**src/rtl/event_timer.sv**
```systemverilog
module event_timer #(
  parameter int CNT_W  = 32,
  parameter int DATA_W = 32,
  parameter int ADDR_W = 3,
  parameter int TIME_W = 32,
  parameter int PRE_A  = 10,
  parameter int PRE_B  = 100
) (
  input  logic              clk,
  input  logic              rst_n,
  input  logic              we,
  input  logic [ADDR_W-1:0] addr,
  input  logic [DATA_W-1:0] wdata,
  output logic [DATA_W-1:0] rdata,
  output logic              irq
);

  localparam int PRE_MAX = (PRE_A > PRE_B) ? PRE_A : PRE_B;
  localparam int PRE_W   = $clog2(PRE_MAX + 1);

  localparam logic [ADDR_W-1:0] A_DIV  = ADDR_W'(0);
  localparam logic [ADDR_W-1:0] A_CTRL = ADDR_W'(1);
  localparam logic [ADDR_W-1:0] A_CNT  = ADDR_W'(2);
  localparam logic [ADDR_W-1:0] A_MASK = ADDR_W'(3);
  localparam logic [ADDR_W-1:0] A_ACK  = ADDR_W'(4);
  localparam logic [ADDR_W-1:0] A_STAT = ADDR_W'(5);
  localparam logic [ADDR_W-1:0] A_TIME = ADDR_W'(6);

  typedef enum logic [1:0] {OP_HOLD = 2'd0, OP_LOAD = 2'd1, OP_RUN = 2'd2, OP_RSVD = 2'd3} op_t;

  logic [CNT_W-1:0]  div_q, cnt_q;
  logic [1:0]        op_q, freq_q;
  logic [PRE_W-1:0]  pre_q;
  logic              mask_q, pend_q;
  logic [TIME_W-1:0] time_q;

  logic ctrl_wr, ack_wr, tick, dec, fire, stat;

  assign ctrl_wr = we && (addr == A_CTRL);
  assign ack_wr  = we && (addr == A_ACK) && wdata[0];

  always_comb begin
    case (freq_q)
      2'd0:    tick = 1'b1;
      2'd1:    tick = (pre_q == PRE_W'(PRE_A - 1));
      2'd2:    tick = (pre_q == PRE_W'(PRE_B - 1));
      default: tick = 1'b0;
    endcase
  end

  assign dec  = (op_q == OP_RUN) && tick && (cnt_q != '0) && !ctrl_wr;
  assign fire = dec && (cnt_q == CNT_W'(1));
  assign stat = pend_q & mask_q;
  assign irq  = stat;

  always_ff @(posedge clk or negedge rst_n) begin
    if (!rst_n) begin
      div_q  <= '0;
      op_q   <= OP_HOLD;
      freq_q <= '0;
      mask_q <= 1'b0;
    end else if (we) begin
      case (addr)
        A_DIV:  div_q  <= wdata[CNT_W-1:0];
        A_CTRL: begin
          op_q   <= wdata[1:0];
          freq_q <= wdata[3:2];
        end
        A_MASK: mask_q <= wdata[0];
        default: ;
      endcase
    end
  end

  always_ff @(posedge clk or negedge rst_n) begin
    if (!rst_n)                     pre_q <= '0;
    else if (ctrl_wr)               pre_q <= '0;
    else if (op_q == OP_RUN)        pre_q <= tick ? '0 : pre_q + 1'b1;
  end

  always_ff @(posedge clk or negedge rst_n) begin
    if (!rst_n)                                  cnt_q <= '0;
    else if (ctrl_wr && wdata[1:0] == OP_LOAD)   cnt_q <= div_q;
    else if (dec)                                cnt_q <= cnt_q - 1'b1;
  end

  always_ff @(posedge clk or negedge rst_n) begin
    if (!rst_n)      pend_q <= 1'b0;
    else if (fire)   pend_q <= 1'b1;
    else if (ack_wr) pend_q <= 1'b0;
  end

  always_ff @(posedge clk or negedge rst_n) begin
    if (!rst_n) time_q <= '0;
    else        time_q <= time_q + 1'b1;
  end

  always_comb begin
    rdata = '0;
    case (addr)
      A_DIV:  rdata = DATA_W'(div_q);
      A_CTRL: rdata = DATA_W'({freq_q, op_q});
      A_CNT:  rdata = DATA_W'(cnt_q);
      A_MASK: rdata = DATA_W'(mask_q);
      A_STAT: rdata = DATA_W'(stat);
      A_TIME: rdata = DATA_W'(time_q);
      default: rdata = '0;
    endcase
  end

  AST_LOAD_COPIES: assert property (@(posedge clk) disable iff (!rst_n)
    (ctrl_wr && wdata[1:0] == OP_LOAD) |=> (cnt_q == $past(div_q)));
  AST_HOLD_FROZEN: assert property (@(posedge clk) disable iff (!rst_n)
    (op_q != OP_RUN && !ctrl_wr) |=> ($stable(cnt_q) && !$rose(pend_q)));
  AST_ZERO_STAYS: assert property (@(posedge clk) disable iff (!rst_n)
    (cnt_q == '0 && !ctrl_wr) |=> (cnt_q == '0));
  AST_EVENT_PENDS: assert property (@(posedge clk) disable iff (!rst_n)
    (dec && cnt_q == CNT_W'(1)) |=> pend_q);
  AST_ACK_CLEARS: assert property (@(posedge clk) disable iff (!rst_n)
    (ack_wr && !(dec && cnt_q == CNT_W'(1))) |=> !pend_q);
  AST_TIME_STEP: assert property (@(posedge clk) disable iff (!rst_n)
    1'b1 |=> (time_q == $past(time_q) + 1'b1));
  AST_IRQ_GATED: assert property (@(posedge clk) disable iff (!rst_n)
    irq |-> (pend_q && mask_q));

endmodule

```
**config.mk**
```make
export PLATFORM = sky130hd
export DESIGN_NAME = event_timer
export DESIGN_NICKNAME = d
export VERILOG_FILES = /design/src/rtl/event_timer.sv
export SDC_FILE = /design/constraint.sdc
export NUM_CORES = 1
export LEC_CHECK = 0
export ABC_AREA = 1
export BUFFER_PORTS_ARGS = -buffer_cell sky130_fd_sc_hd__buf_4
export CORE_ASPECT_RATIO = 1.2
export CORE_MARGIN = 2
export CORE_UTILIZATION = 60
export CTS_CLUSTER_DIAMETER = 120
export DETAILED_ROUTE_END_ITERATION = 8
export GPL_TIMING_DRIVEN = 1
export PLACE_DENSITY = 0.81
export SLEW_MARGIN = 20
export SYNTH_ARGS = -nofsm -noshare
export SYNTH_HDL_FRONTEND = slang
export SYNTH_SLANG_ARGS = --single-unit
export TNS_END_PERCENT = 5
```
**constraint.sdc**
```tcl
create_clock -name clk -period 2.06 [get_ports clk]
set_input_delay 0.309 -clock clk [delete_from_list [all_inputs] [get_ports clk]]
set_output_delay 0.309 -clock clk [all_outputs]
set_load 0.005 [all_outputs]
```
# Yosys cells after proc, flatten, opt, wreduce, memory -nomap -nowiden
# Cells that the tools add are included.
totals:
  elab_cells: 52
  register_bits: 109
  in_bits: 38
classes:
  n_mux: 9
  addsub: 3
  n_eq_ne: 13
  n_reduce_logical: 18
  bitwise: 1
op_table:
  columns: ["cell", "n"]
  rows:
  - ["$pmux W32 S6", 1]
  - ["$mux W32", 2]
  - ["$add A32 B1 Y32 const B", 1]
  - ["$eq A32 B1 Y1 const B", 1]
  - ["$reduce_bool A32 Y1", 1]
  - ["$sub A32 B1 Y32 const B", 1]
  - ["$mux W7", 3]
  - ["$eq A3 B3 Y1 const B", 3]
  - ["$logic_and A1 B1 Y1", 8]
  - ["$add A7 B1 Y7 const B", 1]
  - ["$eq A7 B4 Y1 const B", 1]
  - ["$eq A7 B7 Y1 const B", 1]
  - ["$eq A3 B2 Y1 const B", 2]
  - ["$reduce_and A2 Y1", 3]
  - ["$reduce_bool A2 Y1", 3]
  - ["$eq A2 B1 Y1 const B", 2]
  - ["$eq A2 B2 Y1 const B", 2]
  - ["$eq A3 B1 Y1 const B", 1]
  - ["$logic_not A3 Y1", 1]
  - ["$pmux W1 S3", 1]
  - ["$logic_not A2 Y1", 1]
  - ["$mux W1", 2]
  - ["$and A1 B1 Y1", 1]
  - ["$logic_not A1 Y1", 1]

# Longest topological paths before layout
# Gate-level depths: netlist of run 1.
logic_depth:
  ltp_word: 7
  mapped_depth: 13
  ltp_nobuf: 13

# Worst setup path before layout of run 1
# No wires, ideal clock.
synth_path:
  path_type: "reg-to-reg"
  from: "reg cnt_q[0]"
  to: "reg cnt_q[24]"
  path_slack_ns: 0.438
  t_required_ns: 1.944
  path_buffers: 0
  t_arrival_ns: 1.505
  stages_incl_launch_ff: 12
  setup_time_ns: 0.116
  path_cell_list: "dfrtp_1 -> inv_1 -> ha_1 -> nand2_1 -> nor2_2 -> nand2_1 -> nor2_1 -> nand3_1 -> nand3_1 -> nand2_1 -> nand2_1 -> nand2_1"
synth_via:
  elab_chain_len: 4
  word_cells_on_any_way: 7
  cone_classes: "add/sub: 1; mux: 2; reduce/logical: 4"
synth_lines:
  columns: ["item", "line_no", "text"]
  rows:
  - ["start: declaration", "31", "logic [CNT_W-1:0] div_q, cnt_q;"]
  - ["start signal: assignment", "83", "else if (ctrl_wr && wdata[1:0] == OP_LOAD) cnt_q <= div_q;"]
  - ["start signal: assignment", "84", "else if (dec) cnt_q <= cnt_q - 1'b1;"]
  - ["branches (longest 4 deep; another with $sub A32 B1 Y32)", null, null]
# Several ways; the timed one is not identified. The select of a mux whose other input is x is not followed.
# A chain may end at the register's enable or synchronous reset.

# Worst setup path after layout of run 1
# Same ends and word-level chain as after synthesis.

==> results of run 1 <==
==> worst register-to-register path, cell delays in order (launching register included) <==
cell and delay [ns]:
dfrtp_1 0.43, inv_1 0.12, ha_1 0.27, nand2_2 0.14, nor2_4 0.16, nand2_1 0.11, nor2_1 0.23, nand3_1 0.11
nand3_1 0.10, nand2_1 0.06, nand2_1 0.06, nand2_1 0.05
==> report_power, final <==
group | internal (mW) | switching, mW | leakage [nW]
clock | 0.836 | 0.853 | 0.130
sequential | 2.54 | 0.482 | 1.41
combinational | 1.15 | 1.99 | 2.37
==> timing repair <==
item | in CTS | in global routing
gates resized for setup | 0 | 3
endpoints found under the setup margin | 0 | 9
hold buffers | 1 | 0
endpoints found under the hold margin | 36 | 0
setup buffers | 0 | 0
==> per-stage QoR <==
| step | util [%] | setup slack [ns] | total power, mW | std cells | hold WS, ns |
|---|---|---|---|---|---|
| 2_1_floorplan | - | 0.438 | 5.18 | 899 | 0.0134 |
| 3_3_place_gp | 67.9 | 0.113 | 6.07 | 1094 | 0.339 |
| 3_5_place_dp | 67.9 | 0.0588 | 6.13 | 1094 | 0.340 |
| 4_1_cts | 70.6 | 0.0613 | 7.82 | 1111 | 0.160 |
| 5_1_grt | 70.8 | -0.00346 | 8.47 | 1111 | 0.170 |
| 6_report | 70.8 | 0.132 | 7.86 | 1111 | 0.160 |
==> layout by cell type (no fill, tap or decap), types with 16 or more instances in the layout <==
cell type,count
nand3_1,56
nand4_1,19
nor2_1,95
o21ai_0,31
inv_1,91
buf_4,85
mux2_2,19
dfrtp_1,109
xor2_1,40
o221ai_1,21
nor3_1,16
nand2_1,298
==> registers in the layout, summed over array words and instances, names as in the netlist <==
signal	cells
cnt_q	32
div_q	32
freq_q	2
mask_q	1
op_q	2
pend_q	1
pre_q	7
time_q	32
==> cells by family (layout without fill, tap and decap cells) <==
group | count (synthesis) | after routing
simple gates | 503 | 503
buf+inv | 125 | 205
flops | 109 | 109
compound gates | 89 | 89
xor+xnor | 44 | 44
mux | 21 | 21
fa+ha+maj | 8 | 8
==> layer usage <==
metal  up-vias  share of wire (%)  wire (µm)
li1       3062                  -          -
met4         0                2.9        545
met1      2908                 43       7970
met5         -                  0          0
met3        35                6.5       1210
met2       251                 48       8960
==> area by class of cell <==
type                            instances  area (µm²)
Multi-Input combinational cell        665        3440
Fill cell                             927        3190
Sequential cell                       109        2730
Timing Repair Buffer                   91         748
Inverter                               98         368
Clock buffer                            9         225
Tap cell                              132         165
Clock inverter                          7        60.1
==> worst max path at each step <==
stage / depth (start not counted) / from / slack, ns / to
6_report: 11 / cnt_q[0]$_DFFE_PN0P_ / 0.13 / cnt_q[24]$_DFFE_PN0P_
5_1_grt: 13 / cnt_q[0]$_DFFE_PN0P_ / -0.003 / cnt_q[22]$_DFFE_PN0P_
4_1_cts: 11 / cnt_q[0]$_DFFE_PN0P_ / 0.06 / cnt_q[24]$_DFFE_PN0P_
3_5_place_dp: 11 / cnt_q[0]$_DFFE_PN0P_ / 0.06 / cnt_q[24]$_DFFE_PN0P_
3_3_place_gp: 11 / cnt_q[0]$_DFFE_PN0P_ / 0.11 / cnt_q[24]$_DFFE_PN0P_
2_1_floorplan: 11 / cnt_q[0]$_DFFE_PN0P_ / 0.44 / cnt_q[24]$_DFFE_PN0P_
==> impl_metrics.json, run 1 <==
{
  "cp_common_cell": "nand2_1",
  "max_slew.worst_pin.slew_ns": 0.573,
  "hpwl_um": 14100,
  "track_usage_pct": 32.8,
  "setup_viol": 0,
  "r2r-end": "cnt_q[24]$_DFFE_PN0P_",
  "end_kind": "flip-flop",
  "cts_sinks": 109,
  "r2r_start": "cnt_q[0]$_DFFE_PN0P_",
  "core_area_um2": 10900,
  "use_met3_pct": 5.13,
  "io_pins": 71,
  "period_minus_slack_ns": 1.93,
  "cp_cell_sequence": "inv_1 -> ha_1 -> nand2_2 -> nor2_4 -> nand2_1 -> nor2_1 -> nand3_1 -> nand3_1 -> nand2_1 -> nand2_1 -> nand2_1",
  "fmax_ghz": 0.519,
  "routed_wl_um": 18700,
  "synthesis.nets": 945,
  "p_per_area_nw_per_um2": 1020,
  "diodes": 0,
  "synthFlopType": "dfrtp_1",
  "peakVddDrop_mv": 0.582,
  "dr.pass1.iters": 5,
  "io_buffers": 70,
  "vias_per_cell": 5.63,
  "syn_area_um2": 6690,
  "synth_top_family_by_area": "simple AND/OR/NAND/NOR gates",
  "floorplan.initialDensity_pct": 61.2,
  "hp-start": "wdata[24]",
  "die_w_um": 100,
  "cts_tree": "yes",
  "cp_max_fo": 5,
  "synth_xor_area_share_pct": 5.76,
  "avgRoutedWirePerCell_um": 16.8,
  "cp.required_ns": 2.31,
  "grt_pass1_wl_um": 30500,
  "place_area_um2": 7420,
  "netlist_top_cells_count": "nand2_1 (299), dfrtp_1 (109), nor2_1 (95)",
  "grt-ovfl-total": 0,
  "fin_worst_skew_ns": 0.00689,
  "clkLatencyLatePin_ns": 0.36,
  "rrSetupSlack_ns": 0.13,
  "synth-edff-count": 0,
  "drive_gt1_share_pct": 15.1,
  "grt_max_degree": 44,
  "yosys.area_share.simple_pct": 31.8,
  "synth_compound_area_share_pct": 8.58,
  "synth_cell_type_count": 39,
  "cts_root_buf": "clkbuf_16",
  "min_path_cells": 2,
  "num_vias": 6256,
  "synth_top_cell_area_share_pct": 40.7,
  "busiest_layer": "met2",
  "syn_to_final_growth_pct": 15.6,
  "avgSynthCellArea_um2": 7.45,
  "synth-async-reset-ratio_pct": 100,
  "final_nets": 1020,
  "cp_slowest_stage_delay_ns": 0.43,
  "fp.dieArea_um2": 12000,
  "ys_seq_elements": 109,
  "grt_antenna_before_repair": 0,
  "report.final.slew_viol_count": 0,
  "drt_iter0_drc": 521,
  "final_cell_area_um2": 7740,
  "setup_tns_ns": 0,
  "worstSetupStartpointType": "flip-flop",
  "cts_buffers": 9,
  "yosysTopAreaCell": "dfrtp_1",
  "rows": 42,
  "crit_type": "reg2reg",
  "drc": 0,
  "die_h_um": 120,
  "worstRegToRegCells": 11,
  "leakagePower_nw": 3.91,
  "clkSlewWorstSetupHoldPaths_ns": 0.08,
  "max_cap_violations": 0,
  "clk_path_buf_depth": 2,
  "cp_data_arrival_time_ns": 2.18,
  "hold_path_class": "in2reg",
  "yosys_warnings": 0,
  "h-tree-depth": 3,
  "synthTopCellsByArea": "dfrtp_1 (41%), nand2_1 (17%), nor2_1 (5.3%)",
  "yosysSeqAreaShare_pct": 40.7,
  "crit_slowest_cell": "dfrtp_1",
  "max_slew_margin_pct": 61.8,
  "synth-adder-area-share_pct": 1.50,
  "crit_buf_inv": 1,
  "outcome": "completed",
  "yosys.cell_count.top_type": "nand2_1",
  "fin_crit_sh_pct": 93.6,
  "synthCells": 899,
  "place_congestion": 0.974,
  "synth_mux_area_share_pct": 3.53,
  "cp_top_family": "simple AND/OR/NAND/NOR gates",
  "hold_viol_final": 0,
  "grt_use_met2_pct": 52.7,
  "hold_end": "div_q[24]$_DFFE_PN0P_",
  "antenna_left": 0,
  "globalRouteMet1Util_pct": 45.0,
  "grt_pass1_vias": 5894
}
(Power assumes the default switching activity.)
==> run 2, diff against run 1 <==
==> constraint.sdc (replaced) <==
create_clock -name clk -period 2.5 [get_ports clk]
set_input_delay 0.375 -clock clk [delete_from_list [all_inputs] [get_ports clk]]
set_output_delay 0.375 -clock clk [all_outputs]
set_load 0.005 [all_outputs]
==> run 2 against run 1 <==
Via count increased by 0.85%; non-clock buffer count decreased by 9; hold slack better by 0.073 ns; register-to-register slack improved by 0.39 ns; clock power decreased by 14%; critical path type is now in2out; critical endpoint is now rdata[17].
==> impl_metrics.json, run 2 (same netlist as run 1, synthesis figures left out) <==
{
  "syn_to_final_growth_pct": 13.8,
  "cts_tree": "yes",
  "rrSetupSlack_ns": 0.52,
  "io_buffers": 70,
  "avgRoutedWirePerCell_um": 16.9,
  "dr.pass1.iters": 7,
  "p_per_area_nw_per_um2": 856,
  "io_pins": 71,
  "most-common-layout-cells": "nand2_1 (299), dfrtp_1 (109), nor2_1 (95), inv_1 (91), buf_4 (80)",
  "fmax_ghz": 0.497,
  "diodes": 0,
  "peakVddDrop_mv": 0.456,
  "grt_max_degree": 54,
  "routed.top_layer": "met4",
  "report.final.slew_viol_count": 0,
  "cts_resized": 0,
  "setup_viol": 0,
  "max_slew_margin_pct": 61.6,
  "grt_antenna_before_repair": 0,
  "drc": 0,
  "worstSetupStartpointType": "input pin",
  "setup_ws_ns": 0.488,
  "startpoint": "addr[0]",
  "die_w_um": 100,
  "max_slew.worst_pin.slew_ns": 0.574,
  "register_area_um2": 2730,
  "hp-start": "wdata[24]",
  "h-tree-depth": 3,
  "cts_sinks": 109,
  "multi_input_area_um2": 3430,
  "num_vias": 6309,
  "grt-ovfl-total": 0,
  "place_congestion": 0.902,
  "fillers": 943,
  "cp_data_arrival_time_ns": 1.64,
  "placed_cells": 1085,
  "final_nets": 1011,
  "core_area_um2": 10900,
  "outcome": "completed",
  "fp.dieArea_um2": 12000,
  "top_regs": "cnt_q (32), div_q (32), time_q (32)",
  "routed_wl_um": 18600,
  "hold_path_class": "in2reg",
  "met1_length_um": 7860,
  "route.met3.wl_um": 1230,
  "rsz0062_at_grt": "no",
  "grt_pass1_wl_um": 30600,
  "grt_pass1_vias": 6059,
  "floorplan.initialDensity_pct": 61.2,
  "clkSlewWorstSetupHoldPaths_ns": 0.07,
  "cp_max_fo": 24,
  "met2WireLength_um": 8720,
  "fin_crit_sh_pct": 80.5,
  "final_common_cell": "nand2_1",
  "drive_gt1_share_pct": 14.2,
  "vias_per_cell": 5.73,
  "clk_path_buf_depth": 2,
  "cts_root_buf": "clkbuf_16",
  "end_kind": "primary output",
  "fin_cells": 1102,
  "fin_worst_skew_ns": 0.00666,
  "holdWs_ns": 0.234,
  "setup_tns_ns": 0,
  "hold_viol_final": 0,
  "post-place-ws_ns": 0.388,
  "cts_buffers": 9,
  "cp.required_ns": 2.12,
  "track_usage_pct": 32.5,
  "crit_type": "in2out",
  "antenna_left": 0,
  "rows": 42,
  "clkLatencyLatePin_ns": 0.35,
  "max_cap_violations": 0,
  "die_h_um": 120,
  "post-route-util_pct": 69.7,
  "hpwl_um": 13700,
  "period_minus_slack_ns": 2.01,
  "leakagePower_nw": 3.86,
  "drt_iter0_drc": 444,
  "r2r_start": "cnt_q[19]$_DFFE_PN0P_"
}
run 2: changes by cell type in the layout (fill, tap and decap cells not counted), moves of 2 or more:
cell        delta
buf_4          -5
buf_12         -4
clkinv_2       +2
clkinvlp_4     -2
run 2: worst paths after layout:
path	cells after the start	end
max in group asynchronous	3	cnt_q[5]$_DFFE_PN0P_
max reg2reg	10	cnt_q[5]$_DFFE_PN0P_
min reg2reg	1	time_q[0]$_DFF_PN0_
min in group asynchronous	2	div_q[29]$_DFFE_PN0P_
max	7	rdata[17]
min	2	div_q[24]$_DFFE_PN0P_
run 2: layout make-up:
type,instances,area share [%]
clock buffer,9,2.96
clock inverter,7,0.969
inverter,98,4.83
multi-input combinational,665,45.0
sequential,109,35.8
tap,132,2.17
timing repair buffer,82,8.28
run 2: layer usage:
metal  up-vias  GRT usage [%]
met3        53           5.01
met4         0           15.3
met2       280           51.6
met1      2924           43.6
li1       3052              -
met5         -              0
run 2: repair_timing:
item,in CTS,in global routing
hold buffers,1,0
hold endpoints to repair,30,0
setup buffers,0,0
run 2: report_power, final:
group          switching, mW  internal [mW]  total (mW)
Sequential             0.424           2.10        2.52
Combinational           1.63          0.914        2.54
Clock                  0.676          0.781        1.46
Total                   2.73           3.79        6.52
run 2: stage by stage:
stage | power, mW | area (µm²)
2_1_floorplan | 4.27 | 6690
3_3_place_gp | 4.96 | 7310
3_5_place_dp | 5.02 | 7310
4_1_cts | 6.48 | 7620
5_1_grt | 7.02 | 7620
6_report | 6.52 | 7620
run 2: critical path, cell delays in order:
cell and delay, ns:
buf_4 0.12, nor2_1 0.16, nand2_2 0.17, inv_2 0.39, nand2_1 0.09, o211ai_1 0.15
buf_4 0.16
==> run 3, diff against run 2 <==
==> constraint.sdc (replaced) <==
create_clock -name clk -period 1.9 [get_ports clk]
set_input_delay 0.285 -clock clk [delete_from_list [all_inputs] [get_ports clk]]
set_output_delay 0.285 -clock clk [all_outputs]
set_load 0.005 [all_outputs]
==> run 3 against run 2 <==
The run now ends with setup timing left; worst setup slack got worse by 0.53 ns; register-to-register slack got worse by 0.56 ns; hold slack got worse by 0.088 ns; wire length increased by 8.1%; critical path type is now reg2reg; largest cell class unchanged; largest power group unchanged.
==> impl_metrics.json, run 3 (same netlist as run 1, synthesis figures left out) <==
{
  "fillers": 832,
  "multi_input_area_um2": 3630,
  "cp_slowest_stage_delay_ns": 0.42,
  "crit_type": "reg2reg",
  "cp.required_ns": 2.14,
  "h-tree-depth": 3,
  "grt_pass1_vias": 6265,
  "fp.dieArea_um2": 12000,
  "num_vias": 6609,
  "peakVddDrop_mv": 0.740,
  "violations": "setup timing",
  "p_per_area_nw_per_um2": 1140,
  "clkLatencyLatePin_ns": 0.36,
  "core_area_um2": 10900,
  "antenna_left": 0,
  "fmax_ghz": 0.515,
  "fin_worst_skew_ns": 0.00867,
  "grt_pass1_wl_um": 31400,
  "dr.pass1.iters": 5,
  "register_area_um2": 2730,
  "setup_viol": 25,
  "die_w_um": 100,
  "top_regs": "cnt_q (32), div_q (32), time_q (32)",
  "holdWs_ns": 0.146,
  "diodes": 0,
  "grt-ovfl-total": 0,
  "floorplan.initialDensity_pct": 61.2,
  "fin_crit_sh_pct": 102,
  "crit_slowest_cell": "dfrtp_1",
  "drive_gt1_share_pct": 20.3,
  "cp_max_fo": 8,
  "routed_wl_um": 20100,
  "place_congestion": 1.02,
  "max_slew.worst_pin.slew_ns": 0.534,
  "syn_to_final_growth_pct": 22.5,
  "outcome": "finished, violations left",
  "cp_cell_sequence": "buf_6 -> ha_4 -> nor2_1 -> nand4_1 -> nand2_1 -> nand2_2 -> a21oi_4 -> nand2_8 -> buf_6 -> nand3_1 -> nand2_1",
  "max_cap_violations": 0,
  "die_h_um": 120,
  "vias_per_cell": 5.82,
  "cp_data_arrival_time_ns": 2.19,
  "hold_path_class": "in2reg",
  "hpwl_um": 14000,
  "track_usage_pct": 33.5,
  "max_slew_margin_pct": 64.3,
  "cts_root_buf": "clkbuf_16",
  "clkSlewWorstSetupHoldPaths_ns": 0.08,
  "final_common_cell": "nand2_1",
  "cts_sinks": 109,
  "final_nets": 1044,
  "leakagePower_nw": 4.12,
  "io_buffers": 70,
  "rsz0062_at_grt": "yes",
  "fin_total_pwr_mw": 9.32,
  "rows": 42,
  "clk_path_buf_depth": 2,
  "drt_iter0_drc": 690,
  "grt_max_degree": 39,
  "drc": 0,
  "setup_ws_ns": -0.0418,
  "hold_viol_final": 0,
  "report.final.slew_viol_count": 0,
  "io_pins": 71,
  "cts_tree": "yes",
  "end_kind": "flip-flop",
  "cts_buffers": 9,
  "most-common-layout-cells": "nand2_1 (297), dfrtp_1 (109), buf_4 (103), nor2_1 (91), inv_1 (90)",
  "grt_antenna_before_repair": 0,
  "worstSetupStartpointType": "flip-flop",
  "avgRoutedWirePerCell_um": 17.7,
  "period_minus_slack_ns": 1.94
}
run 3: cell count changes in the layout (fill, tap and decap cells not counted), moves of 4 or more:
cell     previous run  this run
buf_4              80       103
nand3_2             3        25
nand3_1            56        33
nor2_1             95        91
buf_12              1         5
nor2_2              2         6
run 3: area by class of cell:
| type | count | area share (%) |
|---|---|---|
| Clock buffer | 9 | 2.75 |
| Clock inverter | 7 | 1.30 |
| Timing Repair Buffer | 114 | 12.0 |
| Sequential cell | 109 | 33.3 |
| Tap cell | 132 | 2.01 |
| Inverter | 98 | 4.48 |
| Multi-Input combinational cell | 666 | 44.2 |
run 3: per-layer routing:
layer	GRT usage (%)	vias up	wire length, µm
met5	0	-	0
met4	14.6	0	841
met3	5.07	65	1530
met2	53.4	350	9650
met1	45.3	3082	8050
li1	-	3112	-
run 3: what timing repair did:
item | in CTS | in global routing
hold buffers | 1 | 0
pin swaps | 0 | 17
resized for setup | 1 | 47
setup endpoints to repair | 32 | 34
gates cloned | 0 | 5
buffers inserted | 0 | 4
hold endpoints to repair | 27 | 0
run 3: critical path, delay by kind of cell, from the launching register on:
kind                     cells  cell delay (ns)
AND/OR/NAND/NOR              7             0.73
flip-flops                   1             0.42
adder cells (fa/ha/maj)      1             0.15
buffers and inverters        2             0.32
AO/OA/AOI/OAI                1             0.22
run 3: worst paths after layout:
| check | from | endpoint | slack (ns) | depth (start not counted) |
|---|---|---|---|---|
| worst max-delay path | freq_q[1]$_DFFE_PN0P_ | cnt_q[8]$_DFFE_PN0P_ | -0.04 | 11 |
| worst min-delay path | wdata[23] | div_q[23]$_DFFE_PN0P_ | 0.15 | 2 |
| worst max register to register | freq_q[1]$_DFFE_PN0P_ | cnt_q[8]$_DFFE_PN0P_ | -0.04 | 11 |
| worst min register to register | op_q[1]$_DFFE_PN0P_ | op_q[1]$_DFFE_PN0P_ | 0.50 | 2 |
| max in group asynchronous | rst_n | div_q[14]$_DFFE_PN0P_ | 0.81 | 3 |
| min in group asynchronous | rst_n | div_q[29]$_DFFE_PN0P_ | 0.42 | 2 |
run 3: through the flow:
step	instance area (µm²)	std cells	TNS, ns	utilization, %	setup slack (ns)
6_report	8200	1135	-0.417	75.0	-0.0418
2_1_floorplan	6690	899	0	-	0.278
3_5_place_dp	7510	1109	0	68.7	0.00425
5_1_grt	8200	1135	-2.80	75.0	-0.105
3_3_place_gp	7510	1109	0	68.7	0.0187
4_1_cts	7860	1126	0	71.9	0.00252
run 3: where the power goes:
part           switching [mW]  total, mW  internal, mW
combinational            2.42       3.92          1.50
clock                   0.941       2.12          1.18
sequential              0.516       3.27          2.76
total                    3.88       9.32          5.44
